File: config.mk
export PLATFORM = sky130hd
export DESIGN_NAME = binclock_vga
export DESIGN_NICKNAME = d
export VERILOG_FILES = /design/src/rtl/binclock_vga.sv
export SDC_FILE = /design/constraint.sdc
export NUM_CORES = 1
export LEC_CHECK = 0
export ABC_AREA = 1
export BUFFER_PORTS_ARGS = -buffer_cell sky130_fd_sc_hd__buf_4
export CAP_MARGIN = 25
export CORE_MARGIN = 10
export CORE_UTILIZATION = 47
export DETAILED_ROUTE_END_ITERATION = 16
export HOLD_SLACK_MARGIN = 0.06
export PLACE_DENSITY = 0.7
export SYNTH_ARGS = -nofsm -noshare
export SYNTH_HDL_FRONTEND = slang
export SYNTH_SLANG_ARGS = --single-unit
File: constraint.sdc
create_clock -name clk -period 8.3 [get_ports clk]
set_input_delay 0.83 -clock clk [delete_from_list [all_inputs] [get_ports clk]]
set_output_delay 0.83 -clock clk [all_outputs]
set_load 0.005 [all_outputs]
File: src/rtl/binclock_vga.sv
module binclock_vga #(
  parameter int H_VISIBLE = 640,
  parameter int H_FRONT   = 16,
  parameter int H_SYNC    = 96,
  parameter int H_BACK    = 48,
  parameter int V_VISIBLE = 480,
  parameter int V_FRONT   = 10,
  parameter int V_SYNC    = 2,
  parameter int V_BACK    = 33,
  parameter int X0        = 96,
  parameter int Y0        = 80,
  parameter int SQ        = 48,
  parameter int GAP       = 16
) (
  input  logic        clk,
  input  logic        rst_n,
  input  logic [23:0] digits,
  input  logic        layout_step,
  input  logic        color_step,
  output logic [1:0]  red,
  output logic [1:0]  green,
  output logic [1:0]  blue,
  output logic        hsync,
  output logic        vsync,
  output logic        de,
  output logic [7:0]  vga_byte
);
  localparam int H_TOTAL = H_VISIBLE + H_FRONT + H_SYNC + H_BACK;
  localparam int V_TOTAL = V_VISIBLE + V_FRONT + V_SYNC + V_BACK;
  localparam int HW = $clog2(H_TOTAL);
  localparam int VW = $clog2(V_TOTAL);
  localparam logic [23:0] VALID = 24'h3F7F7F;

  logic [HW-1:0] hcnt;
  logic [VW-1:0] vcnt;
  logic [1:0]    lay_idx, pal_idx;
  wire line_end = (hcnt == HW'(H_TOTAL - 1));

  always_ff @(posedge clk or negedge rst_n) begin
    if (!rst_n) begin
      hcnt    <= '0;
      vcnt    <= '0;
      lay_idx <= '0;
      pal_idx <= '0;
    end else begin
      if (line_end) begin
        hcnt <= '0;
        vcnt <= (vcnt == VW'(V_TOTAL - 1)) ? '0 : vcnt + VW'(1);
      end else begin
        hcnt <= hcnt + HW'(1);
      end
      if (layout_step) lay_idx <= lay_idx + 2'd1;
      if (color_step)  pal_idx <= pal_idx + 2'd1;
    end
  end

  assign hsync = !(hcnt >= HW'(H_VISIBLE + H_FRONT) && hcnt < HW'(H_VISIBLE + H_FRONT + H_SYNC));
  assign vsync = !(vcnt >= VW'(V_VISIBLE + V_FRONT) && vcnt < VW'(V_VISIBLE + V_FRONT + V_SYNC));
  assign de    = (hcnt < HW'(H_VISIBLE)) && (vcnt < VW'(V_VISIBLE));

  wire [15:0] hx    = 16'(hcnt);
  wire [15:0] vy    = 16'(vcnt);
  wire [15:0] sq    = lay_idx[1] ? 16'(2 * SQ) : 16'(SQ);
  wire [15:0] pitch = sq + (lay_idx[0] ? 16'(2 * GAP) : 16'(GAP));

  logic [3:0] row_hit;
  logic [5:0] cell_on, cell_lit;

  for (genvar r = 0; r < 4; r++) begin : g_row
    wire [15:0] ys = 16'(Y0) + 16'(r) * pitch;
    assign row_hit[3-r] = (vy >= ys) && (vy < ys + sq);
  end

  for (genvar c = 0; c < 6; c++) begin : g_col
    wire [15:0] xs   = 16'(X0) + 16'(c) * pitch;
    wire        in_x = (hx >= xs) && (hx < xs + sq);
    wire [3:0]  shown = row_hit & VALID[23-4*c -: 4];
    assign cell_on[c]  = in_x && |shown;
    assign cell_lit[c] = in_x && |(shown & digits[23-4*c -: 4]);
  end

  logic [5:0] fg, dim, bg, pix;
  always_comb begin
    case (pal_idx)
      2'd0: begin fg = 6'b111111; dim = 6'b010101; bg = 6'b000000; end
      2'd1: begin fg = 6'b001100; dim = 6'b000100; bg = 6'b000000; end
      2'd2: begin fg = 6'b111000; dim = 6'b010000; bg = 6'b000001; end
      default: begin fg = 6'b001011; dim = 6'b000001; bg = 6'b010101; end
    endcase
    if (!de)             pix = 6'b0;
    else if (|cell_lit)  pix = fg;
    else if (|cell_on)   pix = dim;
    else                 pix = bg;
  end

  assign red      = pix[5:4];
  assign green    = pix[3:2];
  assign blue     = pix[1:0];
  assign vga_byte = {hsync, blue[0], green[0], red[0], vsync, blue[1], green[1], red[1]};

  p_hwrap_r1: assert property (@(posedge clk) disable iff (!rst_n) line_end |=> hcnt == '0);
  p_vhold_r2: assert property (@(posedge clk) disable iff (!rst_n) !line_end |=> $stable(vcnt));
  p_vsync_edge_r2: assert property (@(posedge clk) disable iff (!rst_n) (hcnt != '0) |-> $stable(vsync));
  p_sync_blank_r3: assert property (@(posedge clk) disable iff (!rst_n) !hsync |-> !de);
  p_lay_step_r7: assert property (@(posedge clk) disable iff (!rst_n) layout_step |=> lay_idx == $past(lay_idx) + 2'd1);
  p_lay_hold_r7: assert property (@(posedge clk) disable iff (!rst_n) !layout_step |=> $stable(lay_idx));
  p_pal_step_r8: assert property (@(posedge clk) disable iff (!rst_n) color_step |=> pal_idx == $past(pal_idx) + 2'd1);
  p_pal_hold_r8: assert property (@(posedge clk) disable iff (!rst_n) !color_step |=> $stable(pal_idx));
endmodule

# Word level (Yosys, flattened, before mapping)
# Cells that the tools add are included.
# classes
n_addsub,23
n_mul,2
div,0
n_lt_le_gt_ge,26
eq_ne,4
n_shift,0
n_mux,10
n_bitwise,6
reduce_logical,40
# op_table
cell,n
$reduce_or 4->1,7
$logic_and 1x1->1,25
$add 11x7->12,2
$lt 10x12->1,2
$mux 6,4
$add 10x7->11,2
$add 7x10->11 const A,2
$ge 10x11->1,2
$lt 10x11->1,2
$add 10x1->10 const B,2
$add 7x9->10 const A,2
$add 9x7->10,2
$eq 10x10->1 const B,2
$ge 10x10->1,2
$ge 10x7->1 const B,2
$ge 10x9->1,2
$lt 10x10->1,2
$lt 10x10->1 const B,2
$lt 10x8->1,2
$lt 10x9->1 const B,2
$mux 10,2
$add 7x8->9 const A,2
$pmux 6 s3,1
$add 16x7->16,1
27 further kinds,35
# totals
reg_bits,24
latch_bits,0
ramBits,0
romBits,0
in_bits,28
output_inout_bits,17
elab_cells,115
mem_count,0

# Logic depth before layout (Yosys ltp)
# depth
ltp_word,13
ltp_mapped,25
mapped_depth_nobuf,24

# Least setup slack after synthesis
# No wires, ideal clock.
# synth_timing
path_type,reg-to-output
startpoint,register lay_idx[1]
endpoint,output port vga_byte[4]
arrival_ns,3.375
required_time_ns,7.470
setup_slack_ns,4.095
path_stages_with_launch,24
path_buffers,3
path_cell_list,dfrtp_1 -> buf_2 -> inv_1 -> ha_1 -> buf_4 -> nand2_1 -> inv_1 -> xor2_2 -> inv_1 -> ha_1 -> nand2_1 -> inv_1 -> o21ai_0 -> nand2_2 -> nand2_4 -> nand2_1 -> nand2_1 -> nand2_1 -> nand2_1 -> nand3_2 -> nand3_1 -> nand2_1 -> nor2_1 -> buf_4
# synth_between
elab_chain_len,13
elab_cells_between_ends,82
classes_between,add/sub (19); mul (2); order compare (18); mux (4); bitwise (6); reduce/logical (33)
# synth_lines
item,line_no,source
start: declaration,36,"logic [1:0] lay_idx, pal_idx;"
start signal: assignment,52,if (layout_step) lay_idx <= lay_idx + 2'd1;
$mux 7 (*),63,wire [15:0] sq = lay_idx[1] ? 16'(2 * SQ) : 16'(SQ);
$add 7x6->8,64,wire [15:0] pitch = sq + (lay_idx[0] ? 16'(2 * GAP) : 16'(GAP));
$mul 2x8->10,"70, 75",
$add 7x16->16,70,wire [15:0] ys = 16'(Y0) + 16'(r) * pitch;
$add 16x7->16,71,assign row_hit[3-r] = (vy >= ys) && (vy < ys + sq);
$lt 10x16->1,71,
$logic_and 1x1->1,71,
"$reduce_or 4->1, or another cell as far along",78,assign cell_on[c] = in_x && |shown;
$logic_and 1x1->1 / $reduce_or 4->1 (equally long branches),"78, 79",
$reduce_or 6->1 / $logic_and 1x1->1 (equally long branches),"92, 79",
$mux 6 / $reduce_or 6->1 (equally long branches),"92, 91",
$mux 6 (*),91,else if (|cell_lit) pix = fg;
$mux 6 (*),90,if (!de) pix = 6'b0;
end: declaration,26,output logic [7:0] vga_byte
# Every way passes the cells marked *; elsewhere a longest branch is shown, timed or not.

# Worst setup path in the final report
# layout_timing
startpoint,register lay_idx[1]
endpoint,output port green[0]
# layout_between
elab_chain_len,13
elab_cells_between_ends,82
classes_between,add/sub (19); mul (2); order compare (18); mux (4); bitwise (6); reduce/logical (33)
# layout_lines
item,line_no,source
$mux 7 (*),63,
$add 7x6->8,64,
$mul 2x8->10,"70, 75",
$add 7x16->16,70,
$add 16x7->16,71,
$lt 10x16->1,71,
$logic_and 1x1->1,71,
"$reduce_or 4->1, or another cell as far along",78,
$logic_and 1x1->1 / $reduce_or 4->1 (equally long branches),"78, 79",
$reduce_or 6->1 / $logic_and 1x1->1 (equally long branches),"92, 79",
$mux 6 / $reduce_or 6->1 (equally long branches),"92, 91",
$mux 6 (*),91,
$mux 6 (*),90,
end: declaration,21,"output logic [1:0] green,"
# Marked as above.

==> flow_metrics.py <==
metrics = {
    "synthesis": {
        "netlist_area_um2": 4280,
        "ys_types": 42,
        "synth_top_area_cell": "ha_1",
        "ys_seq_elements": 24,
        "synthDominantCellAreaShare": 0.295,
        "synth_most_common_cell": "nand2_1",
        "synthTopCellsByArea": "ha_1 (30%), dfrtp_1 (14%), nand2_1 (13%)",
        "async_flop_share": 1.00,
        "synth-seq-area-share": 0.140,
        "ys.flop_type": "dfrtp_1",
        "synth_cells": 633,
        "synth.top_cells.by_count": "nand2_1 (147), ha_1 (101), inv_1 (98)",
        "ys_warn_count": 0,
        "synth-edff-count": 0,
        "syn-num-nets": 762,
        "syn_avg_cell_area_um2": 6.76,
    },
    "clock_tree": {
        "clockRootBuffer": "clkbuf_8",
        "cts-resized-gates": 0,
        "clk_pin_slew_ns": 0.10,
        "htree_levels": 1,
        "postCtsSetupBuffers": 0,
        "cts_inserted_buffers": 3,
        "hold_buffers": 0,
        "cts_sinks": 24,
        "insertion_delay_ns": 0.28,
        "tritoncts": "yes",
        "max-clock-path-buffers": 2,
    },
    "grt": {
        "grt_pass1_wl_um": 19100,
        "track_usage": 0.173,
        "grt_pass1_vias": 4003,
        "antenna_found_initial": 0,
        "grt_start_max_net_pins": 25,
        "grt-ovfl-total": 0,
    },
    "floorplanning": {
        "core_area_um2": 8810,
        "fp.dieArea_um2": 13300,
        "io_pins": 45,
        "start_util": 0.486,
        "die_h_um": 115,
        "rows": 34,
        "die_x_um": 115,
    },
    "worst_setup_path": {
        "rrSetupSlack_ns": 5.70,
        "crit_chain": "inv_1 > ha_1 > inv_1 > nor2_1 > inv_1 > ha_1 > nand2_1 > or3_1 > nand3_1 > nand3_1 > nand2_1 > inv_1 > nand2_1 > nand2_1 > nand3_2 > nand3_1 > nand2_1 > nor2_1 > buf_4",
        "criticalPathCategory": "flop to output port",
        "crit_arrival_ns": 4.88,
        "crit_buf_inv": 5,
        "crit_slowest_cell": "dfrtp_1",
        "rr_startpoint": "lay_idx[1]$_DFFE_PN0P_",
        "cp_common_cell": "nand2_1",
        "worstRegToRegCells": 4,
        "critPathMaxFanout": 20,
        "slowest_delay_ns": 0.91,
        "critPathRequiredTime_ns": 7.47,
        "crit_path_start_kind": "flop",
        "critPathTopFamily": "simple AND/OR/NAND/NOR gates",
        "crit_path_end_kind": "output port",
        "r2r-end": "lay_idx[1]$_DFFE_PN0P_",
    },
    "timing": {
        "setup_ws_ns": 2.59,
        "tightest_slew_ns": 0.849,
        "rsz0062_at_grt": "no",
        "finalSetupViolCount": 0,
        "finalCritPeriodShare": 0.689,
        "setup_tns_ns": 0,
        "slew_headroom": 0.434,
        "finalHoldViolations": 0,
        "finalClockSkew_ns": 0.00939,
        "slew_viol_final": 0,
        "period_needed_ns": 5.71,
        "fmax_ghz": 0.175,
    },
    "power_and_ir_drop": {
        "p_int_uw": 543,
        "power_density_nw_per_um2": 269,
        "p_switching_uw": 719,
        "p_seq_frac": 0.123,
        "pwr-share-clk": 0.068,
        "sw_frac_of_total": 0.570,
        "p_leak_uw": 0.00275,
        "ir_worst_vdd_v": 0.000134,
        "power_frac_comb": 0.810,
    },
    "route": {
        "routed_wl_um": 11200,
        "firstDrtPassIters": 4,
        "drt-vias-per-instance": 5.35,
        "routedWlPerCell_um": 14.5,
        "drcViolationCount": 0,
        "drtAntennaViolNets": 0,
        "vias": 4142,
        "drt_iter0_markers": 212,
    },
    "placed_design": {
        "dpl.hpwl_um": 9090,
        "routabilityCongestion": 0.919,
        "post-place-ws_ns": 2.95,
        "port_buffers": 40,
    },
    "run_status": {
        "outcome": "finished clean",
    },
    "final_layout": {
        "syn_to_final_growth_pct": 9.67,
        "layout.nets": 796,
        "drive_gt1_frac": 0.111,
        "diodes": 0,
    },
    "run": {
        "drv_cap": 0,
    },
    "min_path": {
        "hp-class": "primary input to asynchronous set/reset pin",
    },
}
==> state kept, by name (all words and copies together), names as in the netlist <==
name     flops
hcnt        10
vcnt        10
pal_idx      2
lay_idx      2
==> routing by layer <==
metal / vias up / track usage / part of all wire
met1: 1903 / 0.227 / 0.48
met4: 0 / 0.0355 / 0.0085
met3: 11 / 0.0300 / 0.058
li1: 2138 / - / -
met2: 90 / 0.289 / 0.46
met5: - / 0 / 0
==> power groups by stage <==
stage	clock network (uW)	logic, uW	registers (uW)
after floorplan	0	770	144
after global placement	0	979	155
after detailed placement	0	1010	157
after CTS	87.0	1020	154
after global routing	91.5	1170	159
final	85.6	1020	155
==> kinds of logic after synthesis <==
kind of cell	share of synthesized area
buffers and inverters	0.111
adders and majority gates	0.295
and+or+nand+nor	0.318
DFF	0.140
AOI/OAI and AO/OA	0.106
xor gates and xnor gates	0.0304
==> placed cells by master, fill, tap and decap left out, types with 4 or more instances in the layout <==
| master | instances |
|---|---|
| a21oi_1 | 30 |
| nand2_1 | 147 |
| nand4_1 | 14 |
| dfrtp_1 | 24 |
| clkbuf_8 | 4 |
| nand3_1 | 51 |
| o21ai_0 | 26 |
| inv_1 | 98 |
| nand2_2 | 4 |
| nand3_2 | 7 |
| nand3b_1 | 4 |
| inv_2 | 8 |
| nor3_1 | 8 |
| nor2_1 | 51 |
| ha_1 | 101 |
| xor2_1 | 12 |
| buf_4 | 40 |
==> through the flow <==
step | std cells | area (um2) | hold slack (ns) | utilization | total power [uW]
detailed placement | 770 | 4640 | 0.508 | 0.527 | 1170
CTS | 774 | 4700 | 0.443 | 0.533 | 1260
global route | 774 | 4700 | 0.450 | 0.533 | 1420
finish | 774 | 4700 | 0.434 | 0.533 | 1260
floorplan | 633 | 4280 | 0.455 | - | 914
global placement | 770 | 4640 | 0.497 | 0.527 | 1130
==> how the worst max path moves through the flow <==
stage                      startpoint          end  slack, ns  cells after the start
2_1_floorplan  lay_idx[1]$_DFFE_PN0P_  vga_byte[4]       4.09                     23
3_3_place_gp   lay_idx[1]$_DFFE_PN0P_  vga_byte[4]       2.98                     19
3_5_place_dp   lay_idx[1]$_DFFE_PN0P_      blue[0]       2.95                     18
4_1_cts        lay_idx[1]$_DFFE_PN0P_      blue[0]       2.64                     18
5_1_grt        lay_idx[1]$_DFFE_PN0P_  vga_byte[4]       2.20                     17
6_report       lay_idx[1]$_DFFE_PN0P_     green[0]       2.59                     19
==> layout make-up <==
type / count / area (um2)
timing repair buffer: 40 / 300
inverter: 106 / 398
clock buffer: 4 / 55.1
fill: 885 / 4110
tap: 108 / 135
multi-input combinational: 492 / 3210
sequential: 24 / 601
==> worst reg2reg max path, stage by stage (launching register included) <==
cell and delay [ns]:
dfrtp_1 0.91, inv_1 0.63, ha_1 0.81, nand2_1 0.08, o21ai_0 0.08
(Power assumes the default switching activity.)
